## config.mk

```make
export PLATFORM = sky130hd
export DESIGN_NAME = raster_timing_gen
export DESIGN_NICKNAME = d
export VERILOG_FILES = /design/src/rtl/raster_pkg.sv /design/src/rtl/raster_regs.sv /design/src/rtl/raster_hcount.sv /design/src/rtl/raster_vcount.sv /design/src/rtl/raster_timing_gen.sv
export SDC_FILE = /design/constraint.sdc
export NUM_CORES = 1
export LEC_CHECK = 0
export BUFFER_PORTS_ARGS = -buffer_cell sky130_fd_sc_hd__buf_2
export CORE_MARGIN = 3
export CORE_UTILIZATION = 40
export DETAILED_ROUTE_END_ITERATION = 10
export HOLD_SLACK_MARGIN = 0.12
export PLACE_DENSITY = 0.65
export SYNTH_ARGS = -nofsm -noshare
export SYNTH_HDL_FRONTEND = slang
export SYNTH_HIERARCHICAL = 1
export SYNTH_SLANG_ARGS = --single-unit
```

## constraint.sdc

```tcl
create_clock -name clk -period 7.3 [get_ports clk]
set_input_delay 1.46 -clock clk [delete_from_list [all_inputs] [get_ports clk]]
set_output_delay 1.46 -clock clk [all_outputs]
set_load 0.1 [all_outputs]
```

## src/rtl/raster_pkg.sv

```systemverilog
package raster_pkg;

    localparam int RT_HW = 9;
    localparam int RT_VW = 11;
    localparam int RT_AW = 4;
    localparam int RT_DW = 16;

    typedef enum logic [RT_AW-1:0] {
        RA_HPER = 4'd0,
        RA_HBB  = 4'd1,
        RA_HBE  = 4'd2,
        RA_HDB  = 4'd3,
        RA_HDE  = 4'd4,
        RA_HSS  = 4'd5,
        RA_VBB  = 4'd6,
        RA_VBE  = 4'd7,
        RA_VDB  = 4'd8,
        RA_VDE  = 4'd9,
        RA_VSS  = 4'd10,
        RA_CTRL = 4'd11
    } rt_addr_e;

    typedef struct packed {
        logic [RT_HW-1:0] hper;
        logic [RT_HW-1:0] hbb;
        logic [RT_HW-1:0] hbe;
        logic [RT_HW-1:0] hdb;
        logic             hdb_half;
        logic [RT_HW-1:0] hde;
        logic [RT_HW-1:0] hss;
        logic [RT_VW-1:0] vbb;
        logic [RT_VW-1:0] vbe;
        logic [RT_VW-1:0] vdb;
        logic [RT_VW-1:0] vde;
        logic [RT_VW-1:0] vss;
        logic             hpol;
        logic             vpol;
        logic             ilace;
        logic             dscan;
        logic             rate50;
    } rt_cfg_t;

endpackage

```

## src/rtl/raster_regs.sv

```systemverilog
module raster_regs
    import raster_pkg::*;
(
    input  logic             clk,
    input  logic             rst_n,
    input  logic             wr_en,
    input  logic [RT_AW-1:0] wr_addr,
    input  logic [RT_DW-1:0] wr_data,
    input  logic             frame_load,
    output rt_cfg_t          cfg
);

    typedef struct packed {
        rt_cfg_t shadow;
        rt_cfg_t active;
    } regs_t;

    regs_t s_d, s_q;

    always_comb begin
        s_d = s_q;
        if (wr_en) begin
            case (rt_addr_e'(wr_addr))
                RA_HPER: s_d.shadow.hper = wr_data[RT_HW-1:0];
                RA_HBB:  s_d.shadow.hbb  = wr_data[RT_HW-1:0];
                RA_HBE:  s_d.shadow.hbe  = wr_data[RT_HW-1:0];
                RA_HDB: begin
                    s_d.shadow.hdb      = wr_data[RT_HW-1:0];
                    s_d.shadow.hdb_half = wr_data[RT_HW];
                end
                RA_HDE:  s_d.shadow.hde  = wr_data[RT_HW-1:0];
                RA_HSS:  s_d.shadow.hss  = wr_data[RT_HW-1:0];
                RA_VBB:  s_d.shadow.vbb  = wr_data[RT_VW-1:0];
                RA_VBE:  s_d.shadow.vbe  = wr_data[RT_VW-1:0];
                RA_VDB:  s_d.shadow.vdb  = wr_data[RT_VW-1:0];
                RA_VDE:  s_d.shadow.vde  = wr_data[RT_VW-1:0];
                RA_VSS:  s_d.shadow.vss  = wr_data[RT_VW-1:0];
                RA_CTRL: begin
                    s_d.shadow.hpol   = wr_data[0];
                    s_d.shadow.vpol   = wr_data[1];
                    s_d.shadow.ilace  = wr_data[2];
                    s_d.shadow.dscan  = wr_data[3];
                    s_d.shadow.rate50 = wr_data[4];
                end
                default: ;
            endcase
        end
        if (frame_load) s_d.active = s_q.shadow;
    end

    always_ff @(posedge clk or negedge rst_n) begin
        if (!rst_n) s_q <= '0;
        else        s_q <= s_d;
    end

    assign cfg = s_q.active;

endmodule

```

## src/rtl/raster_hcount.sv

```systemverilog
module raster_hcount
    import raster_pkg::*;
(
    input  logic    clk,
    input  logic    rst_n,
    input  rt_cfg_t cfg,
    output logic    line_end,
    output logic    h_late,
    output logic    h_disp,
    output logic    h_bord,
    output logic    h_sync
);

    typedef struct packed {
        logic [RT_HW-1:0] hcnt;
    } hst_t;

    hst_t s_d, s_q;
    logic [RT_HW:0] half;
    logic [RT_HW:0] hdb_eff;
    logic [RT_HW:0] h_ext;

    always_comb begin
        s_d      = s_q;
        h_ext    = {1'b0, s_q.hcnt};
        half     = ({1'b0, cfg.hper} + 1'b1) >> 1;
        hdb_eff  = {1'b0, cfg.hdb} + (cfg.hdb_half ? half : '0);
        line_end = (s_q.hcnt == cfg.hper);
        s_d.hcnt = line_end ? '0 : s_q.hcnt + 1'b1;
        h_late   = (h_ext >= half);
        h_disp   = (h_ext >= hdb_eff) && (s_q.hcnt < cfg.hde);
        h_bord   = (s_q.hcnt >= cfg.hbb) && (s_q.hcnt < cfg.hbe);
        h_sync   = (s_q.hcnt >= cfg.hss);
    end

    always_ff @(posedge clk or negedge rst_n) begin
        if (!rst_n) s_q <= '0;
        else        s_q <= s_d;
    end

endmodule

```

## src/rtl/raster_vcount.sv

```systemverilog
module raster_vcount
    import raster_pkg::*;
#(
    parameter int VPER_60 = 1049,
    parameter int VPER_50 = 1249
) (
    input  logic    clk,
    input  logic    rst_n,
    input  rt_cfg_t cfg,
    input  logic    line_end,
    input  logic    h_late,
    output logic    frame_end,
    output logic    field_odd,
    output logic    v_disp,
    output logic    v_bord,
    output logic    v_sync
);

    localparam logic [RT_VW-1:0] P60 = RT_VW'(VPER_60);
    localparam logic [RT_VW-1:0] P50 = RT_VW'(VPER_50);
    localparam logic [RT_VW:0]   STEP1 = 1;
    localparam logic [RT_VW:0]   STEP2 = 2;

    typedef struct packed {
        logic [RT_VW-1:0] vcnt;
        logic             field;
    } vst_t;

    vst_t s_d, s_q;
    logic [RT_VW-1:0] vper;
    logic [RT_VW:0]   nxt;

    always_comb begin
        s_d       = s_q;
        vper      = cfg.rate50 ? P50 : P60;
        nxt       = {1'b0, s_q.vcnt} + (cfg.dscan ? STEP1 : STEP2);
        frame_end = line_end && (nxt > {1'b0, vper});
        if (line_end) s_d.vcnt = frame_end ? '0 : nxt[RT_VW-1:0];
        if (frame_end) s_d.field = ~s_q.field;
        field_odd = s_q.field;
        v_disp    = (s_q.vcnt >= cfg.vdb) && (s_q.vcnt < cfg.vde);
        v_bord    = (s_q.vcnt >= cfg.vbb) && (s_q.vcnt < cfg.vbe);
        if (cfg.ilace && s_q.field)
            v_sync = (s_q.vcnt > cfg.vss) || ((s_q.vcnt == cfg.vss) && h_late);
        else
            v_sync = (s_q.vcnt >= cfg.vss);
    end

    always_ff @(posedge clk or negedge rst_n) begin
        if (!rst_n) s_q <= '0;
        else        s_q <= s_d;
    end

endmodule

```

## src/rtl/raster_timing_gen.sv

```systemverilog
module raster_timing_gen
    import raster_pkg::*;
#(
    parameter int VPER_60 = 1049,
    parameter int VPER_50 = 1249
) (
    input  logic             clk,
    input  logic             rst_n,
    input  logic             wr_en,
    input  logic [RT_AW-1:0] wr_addr,
    input  logic [RT_DW-1:0] wr_data,
    output logic             hsync,
    output logic             vsync,
    output logic             disp_en,
    output logic             border_en,
    output logic             line_stb,
    output logic             frame_stb,
    output logic             field_odd
);

    rt_cfg_t active_cfg;
    logic    line_end, h_late, h_disp, h_bord, h_sync;
    logic    frame_end, v_disp, v_bord, v_sync;

    raster_regs u_regs (
        .clk        (clk),
        .rst_n      (rst_n),
        .wr_en      (wr_en),
        .wr_addr    (wr_addr),
        .wr_data    (wr_data),
        .frame_load (frame_end),
        .cfg        (active_cfg)
    );

    raster_hcount u_hcnt (
        .clk      (clk),
        .rst_n    (rst_n),
        .cfg      (active_cfg),
        .line_end (line_end),
        .h_late   (h_late),
        .h_disp   (h_disp),
        .h_bord   (h_bord),
        .h_sync   (h_sync)
    );

    raster_vcount #(
        .VPER_60 (VPER_60),
        .VPER_50 (VPER_50)
    ) u_vcnt (
        .clk       (clk),
        .rst_n     (rst_n),
        .cfg       (active_cfg),
        .line_end  (line_end),
        .h_late    (h_late),
        .frame_end (frame_end),
        .field_odd (field_odd),
        .v_disp    (v_disp),
        .v_bord    (v_bord),
        .v_sync    (v_sync)
    );

    always_comb begin
        disp_en   = h_disp && v_disp;
        border_en = h_bord && v_bord && !disp_en;
        hsync     = active_cfg.hpol ? h_sync : !h_sync;
        vsync     = active_cfg.vpol ? v_sync : !v_sync;
        line_stb  = line_end;
        frame_stb = frame_end;
    end

endmodule

```

# == Word-level counts from Yosys, hierarchy flattened ==
# Index checks and enable logic that the tools add are counted.
# totals
inputBits,23
reg_bits,251
# op_classes
addsub,4
n_reduce_logical,27
order_cmp,13
n_mux,8
eq_ne,13
n_bitwise,1
# op_table
cell,n
11-bit >= comparator,3
9-bit >= comparator,3
2-bit AND reduction,12
11-bit less-than comparator,2
9-bit less-than comparator,2
9-bit 2-to-1 mux,2
"4-bit by 3-bit == test with 1-bit output, second input constant",4
"4-bit == test, second input constant",4
11-bit by 12-bit adder with 12-bit output,1
12-bit by 11-bit > comparator with 1-bit output,1
11-bit == test,1
11-bit > comparator,1
11-bit 2-to-1 mux,1
"9-bit by 1-bit adder with 10-bit output, second input constant",1
9-bit by 10-bit adder with 10-bit output,1
9-bit by 10-bit >= comparator with 1-bit output,1
1-bit logical AND,10
"9-bit by 1-bit adder with 9-bit output, second input constant",1
9-bit == test,1
"4-bit by 2-bit == test with 1-bit output, second input constant",2
8-bit 2-to-1 mux,1
"4-bit by 1-bit == test with 1-bit output, second input constant",1
4-bit zero test,1
1-bit zero test,3
other kinds (4),6

# == Logic depth before layout (Yosys ltp) ==
# depth
word_depth,8
mapped_depth,18
depth_no_buf,17

# == By module ==
# The synthesis kept the hierarchy.
# modules_own_cells
mod,cells_per_inst,area_each_um2,n_inst
raster_regs,623,9582.9,1
raster_vcount,281,2278.4,1
raster_hcount,270,2185.8,1
raster_timing_gen,5,36.3,1

# == Worst setup path after synthesis ==
# Ideal clock, no wire load.
# synth_timing
kind,reg-to-output
startpoint,"reg u_regs.s_q, in the netlist u_regs/cfg[110]"
endpoint,out vsync
stages_incl_launch_ff,14
setup_slack_ps,1876
t_arrival_ps,3964
cell_sequence,dfrtp_1 buf_4 and3_1 and3_4 nand3_2 xor2_1 ha_1 nand2_1 nor2_1 a2111oi_0 o21ai_0 nand3b_1 a211o_1 xnor2_1
# synth_via
elab_chain_len,7
# synth_lines
item,line_no,rtl
start: declaration,raster_regs.sv:18,"regs_t s_d, s_q;"
start signal: assignment,raster_regs.sv:52,if (!rst_n) s_q <= '0;
start signal: assignment,raster_regs.sv:53,else s_q <= s_d;
9-bit by 1-bit adder with 10-bit output (*),raster_hcount.sv:26,"half = ({1'b0, cfg.hper} + 1'b1) >> 1;"
9-bit >= comparator (*),raster_hcount.sv:30,h_late = (h_ext >= half);
named net h_late,raster_timing_gen.sv:22,"logic line_end, h_late, h_disp, h_bord, h_sync;"
1-bit logical AND (*),raster_vcount.sv:44,v_sync = (s_q.vcnt > cfg.vss) || ((s_q.vcnt == cfg.vss) && h_late);
1-bit logical OR (*),raster_vcount.sv:44,
1-bit 2-to-1 mux (*),raster_vcount.sv:43,if (cfg.ilace && s_q.field)
named net v_sync,raster_timing_gen.sv:23,"logic frame_end, v_disp, v_bord, v_sync;"
1-bit zero test,raster_timing_gen.sv:66,vsync = active_cfg.vpol ? v_sync : !v_sync;
1-bit 2-to-1 mux (*),raster_timing_gen.sv:66,
end: declaration,raster_timing_gen.sv:13,"output logic vsync,"
# Mark *: on every way through the listed nets, which the timed path passes. The rest lies on a longest branch.

# == Worst setup path in the final report ==
# layout_timing
startpoint,reg u_vcnt/s_q[2] (netlist bit)
endpoint,out frame_stb
# layout_via
elab_chain_len,3
# layout_lines
item,line_no,rtl
start: declaration,raster_vcount.sv:29,"vst_t s_d, s_q;"
start signal: assignment,raster_vcount.sv:50,if (!rst_n) s_q <= '0;
start signal: assignment,raster_vcount.sv:51,else s_q <= s_d;
11-bit by 12-bit adder with 12-bit output,raster_vcount.sv:36,"nxt = {1'b0, s_q.vcnt} + (cfg.dscan ? STEP1 : STEP2);"
12-bit by 11-bit > comparator with 1-bit output,raster_vcount.sv:37,"frame_end = line_end && (nxt > {1'b0, vper});"
1-bit logical AND,raster_vcount.sv:37,
end: declaration,raster_timing_gen.sv:17,"output logic frame_stb,"
# Every way passes these cells.

==> impl_metrics.toml <==
[setup_path]
worstPathArrival_ns = 4.75
cp.required_ns = 5.84
crit_start = "u_vcnt/s_q[2]"
reg2reg_slack_ns = 2.15
critPathKind = "reg -> out"
r2r_cells = 14
start_kind = "flop"
crit_end = "frame_stb"
worst_setup_path_end_kind = "output pin"
path_max_fanout = 49
reg2reg_from = "u_vcnt/s_q[2]"
rr_endpoint = "u_regs/cfg[67]"

[drt]
drt_iter0_drc = 464
wl_um = 28480
viasPerCell = 5.124
drcViolationCount = 0
num_vias = 8024
ant_nets = 0
firstDrtPassIters = 4
drt-wirelength-per-cell_um = 18.18

[final_layout]
antenna_cells = 0
final_cell_area_mm2 = 0.01474
final_layout_size_suffix_gt1_share_pct = 30.24
synthToLayoutAreaGrowth_pct = 4.629
nFillCells = 3186
most-common-layout-cells = "251 x dfrtp_1, 211 x mux2_2, 123 x ha_1, 101 x inv_1, 40 x nor2_1"
final_common_cell = "dfrtp_1"
nets = 1240
finalNonFillerCells = 1566

[synthesis]
syn_nets = 1327
synth_xor_area_share_pct = 2.612
synthCells = 1179
synth-simple-area-share_pct = 6.867
ys_ff_latch = 251
synth-seq-area-share_pct = 44.60
synth_flop_cell = "dfrtp_1"
synth_top_family_by_area = "multiplexers"
synth.avg_cell_area_um2 = 11.95
synth-edff-count = 0
yosysWarnings = 6
synthAdderAreaFrac_pct = 11.21
ys_types = 72
synthesis.area_mm2 = 0.01408
synthMuxAreaShare_pct = 18.90
synth-compound-area-share_pct = 5.837
async_reset_ff_share_pct = 100.0

[power]
p_leak_nw = 6.902
vdd_drop_max_mv = 0.1753
powerDensity_mw_per_mm2 = 218.1

[floorplan]
die_area_mm2 = 0.03750
start_util_pct = 40.67
core-area_mm2 = 0.03463
die_h_um = 193.6
num_rows = 68
io_pins = 30
die-width_um = 193.6

[clock_network]
cts_hold_buf = 0
path_clk_slew_ns = 0.06
cts.sinks = 251
post_cts_buffers = 0
cts_root_buffer = "clkbuf_16"
htreeDepth = 1
cts_buffers = 27
clkLatencyLatePin_ns = 0.54
ctsLongestPathBuffers = 3
cts_resized = 0
cts_tree = "built"

[sta]
period_needed_ns = 6.207
finalHoldViolations = 0
setup_tns_ns = 0
tightest_slew_ns = 1.073
setup_violations = 0
holdWs_ns = 0.4938
fin_skew_ns = 0.01983
relSlewSlack_pct = 28.23
report.final.slew_viol_count = 0
min_period_over_period_pct = 85.03
rsz0062_at_grt = "false"
fmax_mhz = 161.1

[flow_run]
max_cap_violations = 0

[global_routing]
grt_max_degree = 173
first_global_vias = 8378
antenna_found_initial = 1
grt_overflow = 0
grt_pass1_wl_um = 46290
grt_use_total_pct = 15.18

[min_path]
hp-class = "reg -> reg"
hp-start = "u_regs/s_q[166]"

[placed_design]
dp.cells = 1518
place_area_mm2 = 0.01382
portBuffers = 24
dp_hpwl_um = 18520
globalplace.congestion = 0.7949

[status]
outcome = "complete, no violations"
==> metal layers <==
metal | GRT usage, % | wire length, µm
met3 | 1.998 | 897
met2 | 25.75 | 13540
met1 | 20.74 | 13460
met4 | 3.750 | 561
met5 | 0 | 17
==> cell families after synthesis <==
group,Yosys count
compound gates,118
buf+inv,248
xor+xnor,42
flops,251
fa+ha+maj,125
mux,230
simple gates,165
==> final cells by class <==
| class | count | area, µm² | share of cell area (%) |
|---|---|---|---|
| multi-input combinational | 680 | 6397 | 43.42 |
| sequential | 251 | 6281 | 42.63 |
| clock buffer | 40 | 824.5 | 5.596 |
| tap | 455 | 569.3 | 3.863 |
| inverter | 102 | 385.4 | 2.615 |
| timing repair buffer | 30 | 187.7 | 1.274 |
| clock inverter | 8 | 90.09 | 0.6114 |
==> flip-flops by register name, summed over array words and instances (netlist names) <==
register	cells
u_vcnt/s_q	11
u_regs/cfg	115
u_regs/s_q	115
u_hcnt/s_q	9
u_vcnt/field_odd	1
==> cell usage after synthesis (5+ instances only) <==
library cell  number  area (µm²)
or3_1              5       31.28
a31oi_1            5       31.28
a21o_1            12       90.09
xor2_1            23       201.4
xnor2_1           19       166.4
nand4_1            7       43.79
nand2b_1          11       68.82
ha_1             123        1539
nand2_1           26       97.59
buf_2             14       70.07
dfrtp_1          251        6281
nor3_1             6       30.03
clkbuf_1          13       48.80
nand3_1           21       105.1
mux2_2           211        2376
nor2b_1           11       68.82
a211oi_1           7       52.55
mux2_4            19       285.3
a2111oi_0          7       61.31
a21oi_1           26       130.1
o21ai_0           27       135.1
and3_1             7       43.79
nor2_1            40       150.1
inv_1            101       379.1
buf_4            117       878.3
==> stage by stage <==
| stage | worst slack (ns) | power, mW | utilization [%] |
|---|---|---|---|
| final | 1.093 | 3.213 | 42.55 |
| after global routing | 0.8318 | 3.347 | 42.55 |
| after CTS | 1.084 | 3.251 | 42.55 |
| after detailed placement | 1.668 | 1.857 | 39.91 |
| after global placement | 1.709 | 1.840 | 39.91 |
| after floorplan | 1.876 | 1.768 | - |
==> worst min-delay path by stage <==
stage | to | depth (start not counted)
floorplan | u_regs/s_q[152] | 1
global route | u_regs/cfg[51] | 1
CTS | u_regs/cfg[51] | 1
global placement | u_regs/cfg[94] | 1
detailed placement | u_regs/cfg[113] | 1
finish | u_regs/cfg[51] | 1
==> where the power goes <==
group | internal, mW | switching, mW | total [mW] | leakage [nW]
sequential | 1.54 | 0.0688 | 1.61 | 3.30
clock | 0.844 | 0.540 | 1.38 | 0.460
combinational | 0.131 | 0.0895 | 0.221 | 3.15
total | 2.52 | 0.698 | 3.21 | 6.90
==> critical path: stages (launching register included) <==
cell	delay, ns
dfrtp_1	0.59
inv_1	0.12
fa_1	0.53
and4b_1	0.32
nand2_1	0.08
xnor2_1	0.18
ha_1	0.33
nand4_1	0.12
a311oi_1	0.25
o21ai_0	0.19
a21oi_2	0.33
nor2_4	0.10
inv_4	0.52
buf_2	0.55
No activity file was read; power rests on OpenSTA's default activity.
